`src/rtl/ioc_pkg.sv`:
```
package ioc_pkg;

  localparam int unsigned PORT_W = 8;

  // Per-pin qualifying event: enabled and differs from its chosen reference.
  function automatic logic [PORT_W-1:0] ioc_hit(
    input logic [PORT_W-1:0] en,
    input logic [PORT_W-1:0] mode_def,
    input logic [PORT_W-1:0] defv,
    input logic [PORT_W-1:0] cur,
    input logic [PORT_W-1:0] prev
  );
    logic [PORT_W-1:0] ref_v;
    ref_v = (mode_def & defv) | (~mode_def & prev);
    return en & (cur ^ ref_v);
  endfunction

  // Pins in default mode that still mismatch: these block a clear.
  function automatic logic [PORT_W-1:0] ioc_hold(
    input logic [PORT_W-1:0] en,
    input logic [PORT_W-1:0] mode_def,
    input logic [PORT_W-1:0] defv,
    input logic [PORT_W-1:0] cur
  );
    return en & mode_def & (cur ^ defv);
  endfunction

  typedef struct packed {
    logic val;
    logic oe;
  } pin_drive_t;

  function automatic pin_drive_t ioc_drive(
    input logic active,
    input logic open_drain,
    input logic act_high
  );
    pin_drive_t d;
    if (open_drain) begin
      d.val = 1'b0;
      d.oe  = active;
    end else begin
      d.val = act_high ? active : ~active;
      d.oe  = 1'b1;
    end
    return d;
  endfunction

endpackage

```
`src/rtl/ioc_sync.sv`:
```
module ioc_sync #(
  parameter int unsigned WIDTH  = 8,
  parameter int unsigned STAGES = 2
) (
  input  logic             clk,
  input  logic             rst_n,
  input  logic [WIDTH-1:0] d_async,
  output logic [WIDTH-1:0] q_sync
);

  logic [WIDTH-1:0] chain [STAGES];

  generate
    for (genvar s = 0; s < STAGES; s++) begin : g_stage
      if (s == 0) begin : g_first
        always_ff @(posedge clk or negedge rst_n) begin
          if (!rst_n) chain[s] <= '0;
          else        chain[s] <= d_async;
        end
      end else begin : g_next
        always_ff @(posedge clk or negedge rst_n) begin
          if (!rst_n) chain[s] <= '0;
          else        chain[s] <= chain[s-1];
        end
      end
    end
  endgenerate

  assign q_sync = chain[STAGES-1];

endmodule

```
`src/rtl/ioc_detect.sv`:
```
module ioc_detect
  import ioc_pkg::*;
#(
  parameter int unsigned WIDTH = PORT_W
) (
  input  logic             clk,
  input  logic             rst_n,
  input  logic [WIDTH-1:0] cur,
  input  logic [WIDTH-1:0] irq_en,
  input  logic [WIDTH-1:0] cmp_def,
  input  logic [WIDTH-1:0] def_val,
  output logic [WIDTH-1:0] hit,
  output logic             hold_any
);

  logic [WIDTH-1:0] prev_q;
  logic [WIDTH-1:0] hold_vec;

  // Previous sample advances every cycle so a change is seen once.
  always_ff @(posedge clk or negedge rst_n) begin
    if (!rst_n) prev_q <= '0;
    else        prev_q <= cur;
  end

  assign hit      = ioc_hit(irq_en, cmp_def, def_val, cur, prev_q);
  assign hold_vec = ioc_hold(irq_en, cmp_def, def_val, cur);
  assign hold_any = |hold_vec;

  // no event on a disabled pin
  assert_hit_enabled_R2: assert property (@(posedge clk) disable iff (!rst_n)
    (hit & ~irq_en) == '0);

  // a held pin is always also a qualifying pin
  assert_hold_in_hit_R10: assert property (@(posedge clk) disable iff (!rst_n)
    (hold_vec & ~hit) == '0);

endmodule

```
`src/rtl/ioc_capture.sv`:
```
module ioc_capture #(
  parameter int unsigned WIDTH = 8
) (
  input  logic             clk,
  input  logic             rst_n,
  input  logic [WIDTH-1:0] cur,
  input  logic [WIDTH-1:0] hit,
  input  logic [WIDTH-1:0] irq_en,
  input  logic             hold_any,
  input  logic             clr_req,
  output logic [WIDTH-1:0] flags,
  output logic [WIDTH-1:0] capture,
  output logic             pending
);

  logic fire_ev;
  logic clear_ev;

  assign fire_ev  = !pending && (|hit);
  assign clear_ev = pending && clr_req && !hold_any;

  always_ff @(posedge clk or negedge rst_n) begin
    if (!rst_n) begin
      pending <= 1'b0;
      flags   <= '0;
      capture <= '0;
    end else if (fire_ev) begin
      pending <= 1'b1;
      flags   <= hit;
      capture <= cur;
    end else if (clear_ev) begin
      pending <= 1'b0;
      flags   <= '0;
    end
  end

  // flags empty exactly when idle
  assert_idle_empty_R1: assert property (@(posedge clk) disable iff (!rst_n)
    !pending |-> flags == '0);
  assert_pending_flagged_R5: assert property (@(posedge clk) disable iff (!rst_n)
    pending |-> flags != '0);

  // recorded pins were enabled when recorded
  assert_flags_enabled_R2: assert property (@(posedge clk) disable iff (!rst_n)
    $rose(pending) |-> (flags & ~$past(irq_en)) == '0);

  // state frozen while pending unless a valid clear occurs
  assert_frozen_R7: assert property (@(posedge clk) disable iff (!rst_n)
    (pending && !(clr_req && !hold_any)) |=>
      (pending && $stable(flags) && $stable(capture)));

  // a valid clear drops the interrupt
  assert_clear_R8: assert property (@(posedge clk) disable iff (!rst_n)
    (pending && clr_req && !hold_any) |=> !pending);

endmodule

```
`src/rtl/ioc_drive.sv`:
```
module ioc_drive
  import ioc_pkg::*;
(
  input  logic clk,
  input  logic rst_n,
  input  logic active,
  input  logic od_en,
  input  logic pol_high,
  output logic int_out,
  output logic int_oe
);

  pin_drive_t drv;

  assign drv     = ioc_drive(active, od_en, pol_high);
  assign int_out = drv.val;
  assign int_oe  = drv.oe;

  // open-drain only pulls low, and only while active
  assert_od_low_R11: assert property (@(posedge clk) disable iff (!rst_n)
    od_en |-> (!int_out && (int_oe == active)));

  // push-pull always drives
  assert_pp_drive_R11: assert property (@(posedge clk) disable iff (!rst_n)
    !od_en |-> int_oe);

endmodule

```
`src/rtl/ioc_ctrl.sv`:
```
module ioc_ctrl
  import ioc_pkg::*;
#(
  parameter int unsigned WIDTH       = PORT_W,
  parameter int unsigned SYNC_STAGES = 2
) (
  input  logic             clk,
  input  logic             rst_n,
  input  logic [WIDTH-1:0] pin_in,
  input  logic [WIDTH-1:0] irq_en,
  input  logic [WIDTH-1:0] cmp_def,
  input  logic [WIDTH-1:0] def_val,
  input  logic             clr_on_cap,
  input  logic             od_en,
  input  logic             pol_high,
  input  logic             rd_cap,
  input  logic             rd_lvl,
  output logic [WIDTH-1:0] flags,
  output logic [WIDTH-1:0] capture,
  output logic             int_out,
  output logic             int_oe
);

  logic [WIDTH-1:0] pin_sync;
  logic [WIDTH-1:0] hit;
  logic             hold_any;
  logic             clr_req;
  logic             pending;

  // Selected clear source
  assign clr_req = clr_on_cap ? rd_cap : rd_lvl;

  ioc_sync #(.WIDTH(WIDTH), .STAGES(SYNC_STAGES)) u_sync (
    .clk     (clk),
    .rst_n   (rst_n),
    .d_async (pin_in),
    .q_sync  (pin_sync)
  );

  ioc_detect #(.WIDTH(WIDTH)) u_detect (
    .clk      (clk),
    .rst_n    (rst_n),
    .cur      (pin_sync),
    .irq_en   (irq_en),
    .cmp_def  (cmp_def),
    .def_val  (def_val),
    .hit      (hit),
    .hold_any (hold_any)
  );

  ioc_capture #(.WIDTH(WIDTH)) u_capture (
    .clk      (clk),
    .rst_n    (rst_n),
    .cur      (pin_sync),
    .hit      (hit),
    .irq_en   (irq_en),
    .hold_any (hold_any),
    .clr_req  (clr_req),
    .flags    (flags),
    .capture  (capture),
    .pending  (pending)
  );

  ioc_drive u_drive (
    .clk      (clk),
    .rst_n    (rst_n),
    .active   (pending),
    .od_en    (od_en),
    .pol_high (pol_high),
    .int_out  (int_out),
    .int_oe   (int_oe)
  );

  // snapshot equals synchronized port on the raising edge
  assert_snapshot_R6: assert property (@(posedge clk) disable iff (!rst_n)
    $rose(pending) |-> capture == $past(pin_sync));

  // the unselected read never clears
  assert_wrong_src_R9: assert property (@(posedge clk) disable iff (!rst_n)
    (pending && !clr_req && (hit == '0)) |=> pending);

endmodule

```
`config.mk`:
```
export PLATFORM = sky130hd
export DESIGN_NAME = ioc_ctrl
export DESIGN_NICKNAME = d
export VERILOG_FILES = /design/src/rtl/ioc_pkg.sv /design/src/rtl/ioc_sync.sv /design/src/rtl/ioc_detect.sv /design/src/rtl/ioc_capture.sv /design/src/rtl/ioc_drive.sv /design/src/rtl/ioc_ctrl.sv
export SDC_FILE = /design/constraint.sdc
export NUM_CORES = 1
export LEC_CHECK = 0
export BUFFER_PORTS_ARGS = -buffer_cell sky130_fd_sc_hd__buf_2
export CELL_PAD_IN_SITES_DETAIL_PLACEMENT = 1
export CELL_PAD_IN_SITES_GLOBAL_PLACEMENT = 2
export CORE_MARGIN = 2
export CORE_UTILIZATION = 31
export DETAILED_ROUTE_END_ITERATION = 12
export PLACE_DENSITY_LB_ADDON = 0.1
export SKIP_LAST_GASP = 1
export SLEW_MARGIN = 20
export SYNTH_ARGS = -nofsm -noshare
export SYNTH_HDL_FRONTEND = slang
export SYNTH_SLANG_ARGS = --single-unit
```
`constraint.sdc`:
```
create_clock -name clk -period 2.4 [get_ports clk]
set_clock_uncertainty 0.05 [all_clocks]
set_input_delay 0.12 -clock clk [delete_from_list [all_inputs] [get_ports clk]]
set_output_delay 0.12 -clock clk [all_outputs]
set_load 0.01 [all_outputs]
```
# --- After elaboration in Yosys (flattened, before gate mapping) ---
# Cells that the tools add are included.
totals:
  out_inout_bits: 18
  regBits: 41
  input_bits: 39
  wordCells: 31
op_classes:
  bitwise_logic: 10
  muxes: 7
  reduce_logical: 8
op_table:
  columns: ["op", "count"]
  rows:
  - ["8-bit AND", 5]
  - ["8-bit 2-to-1 mux", 2]
  - ["8-bit OR reduction", 2]
  - ["8-bit bitwise XOR", 2]
  - ["8-bit NOT", 1]
  - ["8-bit bitwise OR", 1]
  - ["1-bit 2-to-1 mux", 4]
  - ["1-bit logical AND", 3]
  - ["1-bit logical NOT", 2]
  - ["2-bit 2-to-1 mux", 1]
  - ["2-bit nonzero test", 1]
  - ["1-bit NOT", 1]

# --- Depth between registers and ports, before layout ---
logic_depth:
  word_depth: 8
  depth_mapped: 6

# --- Cells and area by module ---
# A second synthesis with hierarchy kept.
hier_totals:
  cells_unflattened: 138
  area_unflattened_um2: 1739.2
modules_own_cells:
  columns: ["module", "seq_area_each_um2", "area_per_inst_um2", "n_inst", "cells_each"]
  rows:
  - ["ioc_capture", 425.4, 711.9, 1, 57]
  - ["ioc_detect", 200.2, 533.0, 1, 53]
  - ["ioc_sync", 400.4, 460.4, 1, 24]
  - ["ioc_drive", 0.0, 18.8, 1, 3]
  - ["ioc_ctrl", 0.0, 15.0, 1, 1]

# --- Least setup slack after synthesis ---
# No wires, ideal clock.
synth_timing:
  kind: "register to register"
  from: "register u_detect.prev_q[3]"
  to: "register u_capture.capture[0]"
  period_less_slack_ns: 1.673
  stages_incl_launch_ff: 7
  setup_time_ns: 0.127
  n_path_buf: 1
  setup_slack_ns: 0.727
  required_ns: 2.223
  arrival_ns: 1.496
  cell_sequence: "dfrtp_1 -> mux2i_1 -> mux2i_1 -> nor4_2 -> a21o_1 -> buf_4 -> mux2_1"
synth_via:
  elab_chain_cells: 6
synth_lines:
  columns: ["element", "line_no", "text"]
  rows:
  - ["start, declared", "ioc_detect.sv:16", "logic [WIDTH-1:0] prev_q;"]
  - ["start signal, assigned", "ioc_detect.sv:22", "else prev_q <= cur;"]
  - ["8-bit AND", "ioc_pkg.sv:14", "ref_v = (mode_def & defv) | (~mode_def & prev);"]
  - ["8-bit bitwise OR", "ioc_pkg.sv:14", null]
  - ["8-bit bitwise XOR", "ioc_pkg.sv:15", "return en & (cur ^ ref_v);"]
  - ["8-bit AND", "ioc_pkg.sv:15", null]
  - ["8-bit OR reduction", "ioc_capture.sv:19", "assign fire_ev = !pending && (|hit);"]
  - ["1-bit logical AND", "ioc_capture.sv:19", null]
  - ["end signal, assigned", "ioc_capture.sv:30", "capture <= cur;"]
  - ["end, declared", "ioc_capture.sv:12", "output logic [WIDTH-1:0] capture,"]
# Every way passes these cells.
# A chain may end at the register's enable or synchronous reset.

# --- Worst setup path after layout ---
layout_timing:
  from: "register u_detect.prev_q[3]"
  to: "register u_capture.capture[2]"
# Same word-level chain as after synthesis.

==> flow_metrics.env <==
export IMPL_firstDrtPassIters=4
export IMPL_hold_depth=5
export IMPL_core_area_sq_um=5200
export IMPL_wl_mm=4.05
export IMPL_clk_latency_ps=290
export IMPL_htreeDepth=2
export IMPL_grt_max_degree=42
export IMPL_syn_to_final_growth_pct=32.4
export IMPL_worstPathMaxFanout=9
export IMPL_cts_buffers=5
export IMPL_worst_path_buf_inv=0
export IMPL_rsz0062_at_grt="no"
export IMPL_status="complete, no violations"
export IMPL_period_minus_slack_ps=2000
export IMPL_fin_area_sq_um=2250
export IMPL_synth_distinct_cells=19
export IMPL_regToRegSetupSlack_ps=400
export IMPL_cp_slowest_cell="a21o_1"
export IMPL_drc=0
export IMPL_crit_type="reg2reg"
export IMPL_syn_area_sq_um=1700
export IMPL_avgSynthCellArea_sq_um=12.5
export IMPL_path_clk_slew_ps=70
export IMPL_postRouteAntennaNets=0
export IMPL_worstHoldEndpoint="u_capture.flags[5]$_DFFE_PN0P_"
export IMPL_grt_ovfl_total=0
export IMPL_tns_ps=0
export IMPL_vias=1243
export IMPL_rr_startpoint="u_detect.prev_q[3]$_DFF_PN0_"
export IMPL_cpMostUsedCell="mux2i_1"
export IMPL_cts_sinks=41
export IMPL_syn_inst=136
export IMPL_cap_violations=0
export IMPL_start_util_pct=32.6
export IMPL_layout_nets=245
export IMPL_slew_headroom_pct=39.9
export IMPL_hold_path_class="in2reg"
export IMPL_tightest_slew_ps=902
export IMPL_fp_dieArea_sq_um=6080
export IMPL_cp_top_family="multiplexers"
export IMPL_place_area_sq_um=2050
export IMPL_rr_endpoint="u_capture.capture[2]$_DFFE_PN0P_"
export IMPL_startpoint_type="register"
export IMPL_post_route_period_util_pct=83.2
export IMPL_fmax_ghz=0.501
export IMPL_portBuffers=56
export IMPL_syn_nets=175
export IMPL_slew_viol_final=0
export IMPL_cp_end_kind="register"
export IMPL_ys_warn_count=0
export IMPL_routabilityCongestion=0.755
export IMPL_ir_drop_mv=0.383
export IMPL_post_cts_buffers=0
export IMPL_drtIter0Drc=47
export IMPL_cpPeakStageDelay_ps=430
export IMPL_crit_chain="mux2i_1 > mux2i_1 > nor4_2 > a21o_1 > mux2_1"
export IMPL_grt_pass1_vias=1432
export IMPL_hold_start="irq_en[5]"
export IMPL_setup_violations_final=0
export IMPL_drive_gt1_share_pct=32.0
export IMPL_clk_path_buf_depth=2
export IMPL_reg2reg_depth=5
export IMPL_grt_pass1_wl_mm=7.01
export IMPL_synth_seq_area_share_pct=60.5
export IMPL_ys_ff_latch=41
export IMPL_root_buffer="clkbuf_8"
export IMPL_fp_dieH_microns=78.0
export IMPL_antenna_cells=0
export IMPL_avgRoutedWirePerCell_microns=14.7
export IMPL_cellLeakagePower_uw=0.00110
export IMPL_die_w_microns=78.0
export IMPL_hold_violations=0
export IMPL_antenna_found_initial=0
export IMPL_required_ps=2520
export IMPL_p_per_area_nw_per_um2=906
export IMPL_num_rows=26
export IMPL_cp_arrival_ps=2120
export IMPL_ios=57
export IMPL_tritoncts="yes"
export IMPL_dp_hpwl_mm=3.13
export IMPL_grt_usage_pct=15.1
export IMPL_drt_vias_per_instance=4.50
## Yosys cell counts, drive strengths merged
cell type	n	area share (%)
dfrtp	41	60
mux2i	17	10
nand2	17	3.8
inv	9	2.0
xor2	9	4.6
mux2	8	5.3
nand2b	8	2.9
nand3	8	2.4
o31ai	8	3.5
nor4	2	1.5
a21o	1	0.44
a21oi	1	0.29
a311o	1	0.59
buf	1	0.44
clkbuf	1	0.22
nand4	1	0.37
nor2	1	0.22
nor3	1	0.59
o21ai	1	0.29
## logic make-up after synthesis
family                 Yosys count  share of synthesized area [%]
AND/OR/NAND/NOR                 38                           11.7
AO/OA/AOI/OAI                   12                           5.16
XOR/XNOR                         9                           4.65
buffers and inverters           11                           2.65
multiplexers                    25                           15.3
flip-flops                      41                           60.5
## worst max path at each step
stage | startpoint | end | slack (ps) | cells after the start
floorplan | u_detect.prev_q[3]$_DFF_PN0_ | u_capture.capture[0]$_DFFE_PN0P_ | 730 | 6
global placement | u_detect.prev_q[3]$_DFF_PN0_ | u_capture.capture[1]$_DFFE_PN0P_ | 430 | 5
detailed placement | u_detect.prev_q[3]$_DFF_PN0_ | u_capture.capture[2]$_DFFE_PN0P_ | 360 | 5
CTS | u_detect.prev_q[3]$_DFF_PN0_ | u_capture.capture[2]$_DFFE_PN0P_ | 350 | 5
global route | u_detect.prev_q[3]$_DFF_PN0_ | u_capture.capture[3]$_DFFE_PN0P_ | 180 | 5
finish | u_detect.prev_q[3]$_DFF_PN0_ | u_capture.capture[2]$_DFFE_PN0P_ | 400 | 5
## cell type report
type,instances,area [sq um]
fill,588,2960
timing repair buffer,65,370
multi-input combinational,84,626
clock inverter,2,35.0
clock buffer,5,68.8
tap,70,87.6
sequential,41,1030
inverter,9,33.8
## per-layer routing
layer	share of wire [%]	track usage [%]
met5	0	0
met4	1.3	4.74
met3	5.8	4.42
met2	50	24.9
met1	43	19.0
## worst reg2reg max path: stages (launching register included)
cell and delay [ps]:
dfrtp_1 370, mux2i_1 160, mux2i_1 150, nor4_2 350, a21o_1 430, mux2_1 370
## power breakdown
part	switching [uW]	total, uW	internal [uW]
Clock	223	525	302
Sequential	86.6	927	841
Combinational	324	583	259
Total	633	2040	1400
## repair_timing
item | in CTS | in global routing
endpoints found under the hold margin | 49 | 0
hold buffers | 9 | 0
gates resized for setup | 0 | 0
## cells in the final DEF (no fill, tap or decap), types with 5 or more instances in the layout
cell,count
mux2i_1,17
mux2_1,8
o31ai_1,8
xor2_1,9
clkbuf_8,5
inv_1,9
dfrtp_1,41
nand2_1,17
nand2b_1,8
nand3_1,8
dlygate4sd3_1,9
buf_2,56
## sequential cells by signal, summed over array words and instances (netlist names)
| name | flops |
|---|---|
| u_sync.chain | 8 |
| u_sync.q_sync | 8 |
| u_detect.prev_q | 8 |
| u_capture.pending | 1 |
| u_capture.flags | 8 |
| u_capture.capture | 8 |
## metrics by stage
step,std cells,utilization (%),hold WS [ps],worst slack (ps),power (uW)
after floorplan,136,-,-226,727,1260
after global placement,260,39.4,178,434,1500
after detailed placement,260,39.4,180,362,1530
after CTS,276,43.2,233,352,2070
after global routing,276,43.2,296,182,2190
final,276,43.2,242,402,2040
Note: power is estimated with default switching activity, not from simulation.
